[config.mk]
export PLATFORM = sky130hd
export DESIGN_NAME = fmac_round
export DESIGN_NICKNAME = d
export VERILOG_FILES = /design/src/rtl/fmac_round.sv
export SDC_FILE = /design/constraint.sdc
export NUM_CORES = 1
export LEC_CHECK = 0
export CAP_MARGIN = 20
export CORE_ASPECT_RATIO = 1.5
export CORE_MARGIN = 1.5
export CORE_UTILIZATION = 32
export CTS_CLUSTER_DIAMETER = 80
export CTS_CLUSTER_SIZE = 16
export DETAILED_ROUTE_END_ITERATION = 7
export DONT_BUFFER_PORTS = 1
export GPL_ROUTABILITY_DRIVEN = 0
export PLACE_DENSITY = 0.53
export SLEW_MARGIN = 20
export SYNTH_ARGS = -nofsm -noshare
export SYNTH_HDL_FRONTEND = slang
export SYNTH_SLANG_ARGS = --single-unit
[constraint.sdc]
create_clock -name clk -period 22.2 [get_ports clk]
set_input_delay 4.44 -clock clk [delete_from_list [all_inputs] [get_ports clk]]
set_output_delay 4.44 -clock clk [all_outputs]
set_load 0.02 [all_outputs]
[src/rtl/fmac_round.sv]
module fmac_round #(
  parameter int OP_W    = 16,
  parameter int GUARD_W = 4
) (
  input  logic                        clk,
  input  logic                        rst_n,
  input  logic                        in_valid,
  input  logic [OP_W-1:0]             src_a,
  input  logic [OP_W-1:0]             src_b,
  input  logic [GUARD_W+2*OP_W-1:0]   acc_in,
  input  logic [OP_W-1:0]             dst_word,
  input  logic                        dst_narrow,
  input  logic                        sub_en,
  input  logic                        round_tc,
  output logic                        out_valid,
  output logic [GUARD_W+2*OP_W-1:0]   result,
  output logic [OP_W-1:0]             result_hi
);
  localparam int ACC_W = GUARD_W + 2*OP_W;
  localparam int UP_W  = ACC_W - OP_W;
  localparam logic [OP_W-1:0] HALF = {1'b1, {(OP_W-1){1'b0}}};

  logic signed [2*OP_W-1:0] iprod;
  logic [ACC_W-1:0] prod_ext, addend, sum, rounded;
  logic [OP_W-1:0]  low;
  logic [UP_W-1:0]  upper;
  logic             up_cv, round_up;

  assign iprod    = $signed(src_a) * $signed(src_b);
  assign prod_ext = {{GUARD_W{iprod[2*OP_W-1]}}, iprod} << 1;
  assign addend   = dst_narrow ? {{GUARD_W{dst_word[OP_W-1]}}, dst_word, {OP_W{1'b0}}} : acc_in;
  assign sum      = sub_en ? addend - prod_ext : addend + prod_ext;

  assign low      = sum[OP_W-1:0];
  assign up_cv    = (low > HALF) || ((low == HALF) && sum[OP_W]);
  assign round_up = round_tc ? low[OP_W-1] : up_cv;
  assign upper    = sum[ACC_W-1:OP_W] + {{(UP_W-1){1'b0}}, round_up};
  assign rounded  = {upper, {OP_W{1'b0}}};

  always_ff @(posedge clk) begin
    if (!rst_n) begin
      out_valid <= 1'b0;
      result    <= '0;
      result_hi <= '0;
    end else begin
      out_valid <= in_valid;
      if (in_valid) begin
        result    <= rounded;
        result_hi <= rounded[2*OP_W-1:OP_W];
      end
    end
  end
endmodule


==> summary.txt <==
Clocking
  – Post-CTS setup buffers: 0
  – PostCTS Resize Cnt: 0
  – H-tree Lvls: 1
  – Sink Count: 21
  – CTS Buffer Depth: 2
  – Hold_buf cts: 0
  – Num CTS Buffers: 3
  – Worst skew pair latency: 0.26 ns
  – CTS tree: done
  – Root Driver: clkbuf_16
  – Reg clk slew, reported paths: 0.06 ns

Synthesis
  – Seq/Total Area, Yosys: 2.815%
  – Mapped Area: 14930 um2
  – Synth top area cells: fa_1 (35%), ha_1 (10%), inv_1 (8.5%), and2_1 (5.6%), nand2_1 (4.5%)
  – Warnings, synthesis: 0
  – Synthesized instance count: 1804
  – Avg Inst Size Synth: 8.277 um2
  – Ys flop type: dfxtp_1
  – Synth cell types: 84
  – Cell taking the most area after synthesis: fa_1
  – Async SR Flop Fraction: 0%
  – Synth Register Bits: 21
  – Post-synth top area share: 35.26%
  – Number of synthesized flops with an enable pin: 0

Drt
  – Total vias in the final route: 11520
  – DR WL/cell: 16.16 um
  – Met2 wire length: 19.38 mm
  – Post-route DRC: 0
  – Vias per cell: 4.971
  – M1 WL: 16.52 mm
  – DRT Wirelength: 37.46 mm
  – DRT Pass-1 Iters: 5
  – First-iteration detailed-routing DRC count: 619
  – Routed wl met3: 1.088 mm
  – Highest layer used for signal routing: met4
  – Routed Antenna Nets: 0

Floorplan
  – Row count: 96
  – Die Width: 179.4 um
  – Io pins: 143
  – Die Area: 47990 um2
  – Starting Density: 32.54%
  – CORE AREA: 45880 um2
  – Die H: 267.6 um

GRT
  – Total gr overflow: 0
  – Largest net degree at the start of global routing: 38
  – GRT Util Overall: 15.99%
  – Initial antenna violation count: 0
  – Number of global-route vias before repair: 12230
  – First-pass GRT wire length: 62.00 mm

Worst setup path
  – Worst setup SP type: primary input
  – CP bufs+invs: 3
  – Critical Path Stages: 34
  – R2R cell count: 2
  – Critical Path Source: src_b[15]
  – RR Endpoint: result_hi[9]
  – R2r setup slk: 21.25 ns
  – CP delay by family, top: adder cells
  – Delay of the slowest cell on the worst path: 0.54 ns
  – Critical Path Fanout Max: 12
  – Worst path required time: 22.39 ns
  – Reg-to-reg critical path startpoint: result_hi[9]
  – Critical Path End Type: flop
  – Kind of critical path: primary input to flop
  – Critical path arrival: 14.00 ns
  – Slowest library cell on the worst path: fa_1
  – Critical Path Sink: result[35]
  – Most frequent cell on the critical path: fa_1

Outcome
  – Outcome: finished clean

STA
  – Post-route setup TNS: 0 ns
  – Worst-margin pin slew: 0.7437 ns
  – Max frequency: 72.41 MHz
  – Hold violation count in the final report: 0
  – Skew final: 0 ns
  – Fin. max-slew vios: 0
  – Final min period: 13.81 ns
  – Setup-failing EPs final: 0
  – RSZ-0062 raised after global routing: no
  – Period utilisation layout: 62.21%
  – Max_slew headroom: 50.07%

Cells and area
  – Core Util, Final: 33.37%
  – Commonest non-fill, non-tap cell in the layout: inv_1
  – Area delta synth->final: 2.555%
  – Proportion of layout cells with a drive suffix above 1: 2.370%
  – # diodes: 0
  – Final nets: 2203
  – Commonest non-fill, non-tap cells in the layout: inv_1 (340), fa_1 (263), nand2_1 (178)
  – Final Cell Area: 15310 um2

Worst hold path
  – HP Class: flop to flop
  – Hold path depth: 2

Placement
  – IO Port Bufs: 0
  – HPWL after DPL: 32.25 mm
  – Post-DP Area: 15230 um2

Job
  – Max Cap Violations: 0
==> worst min-delay path by stage <==
| stage | endpoint | startpoint |
|---|---|---|
| 3_5_place_dp | result[32] | result[32] |
| 5_1_grt | result[32] | result[32] |
| 2_1_floorplan | result[32] | result[32] |
| 6_report | result[32] | result[32] |
| 3_3_place_gp | result[32] | result[32] |
| 4_1_cts | result[32] | result[32] |
==> worst reg2reg max path: stages, from the launching register on <==
cell      delay, ns
dfxtp_1        0.58
nor2_1         0.07
a211oi_1       0.21
==> metal layers <==
layer | track usage [%] | vias to the layer above
met5 | 0 | -
met4 | 2.591 | 0
met3 | 0.8660 | 35
met2 | 30.10 | 214
met1 | 20.08 | 5676
li1 | - | 5598
==> synth_stat cells, types with 16 or more instances <==
| library cell | n |
|---|---|
| fa_1 | 263 |
| xnor2_1 | 53 |
| and2_1 | 133 |
| xor2_1 | 37 |
| o21ai_0 | 41 |
| a211oi_1 | 26 |
| inv_1 | 340 |
| nand3_1 | 30 |
| o21a_1 | 16 |
| mux2_2 | 16 |
| nor2b_1 | 27 |
| a21oi_1 | 58 |
| dfxtp_1 | 21 |
| a21o_1 | 23 |
| nand2_1 | 178 |
| buf_4 | 32 |
| nor2_1 | 80 |
| and3_1 | 17 |
| nor3_1 | 24 |
| ha_1 | 119 |
| clkbuf_1 | 52 |
==> metrics by stage <==
step	hold slack (ns)	worst slack, ns	instances
2_1_floorplan	0.5574	8.954	1819
3_3_place_gp	0.5846	8.299	2314
3_5_place_dp	0.5825	8.150	2314
4_1_cts	0.5904	8.400	2318
5_1_grt	0.6225	7.668	2318
6_report	0.5821	8.390	2318
==> cell type report <==
cell class / instances / area, um2
fill: 4895 / 30570
multi-input combinational: 1364 / 12800
inverter: 341 / 1280
tap: 588 / 735.7
sequential: 21 / 420.4
clock buffer: 3 / 75.07
clock inverter: 1 / 5.005
==> sequential cells by signal, summed over array words and instances (netlist names) <==
name	count
result_hi	15
result	5
out_valid	1
==> cell families after synthesis <==
logic type	count (synthesis)	share of synthesized area [%]
other cells	1	0.02511
flops	21	2.815
xor+xnor	90	5.279
fa+ha+maj	382	45.23
simple gates	573	20.12
buf+inv	434	11.86
compound gates	282	13.13
mux	21	1.542
Power is not shown: default switching activity piles up to over one toggle a cycle in this logic, so the estimate is an artifact.
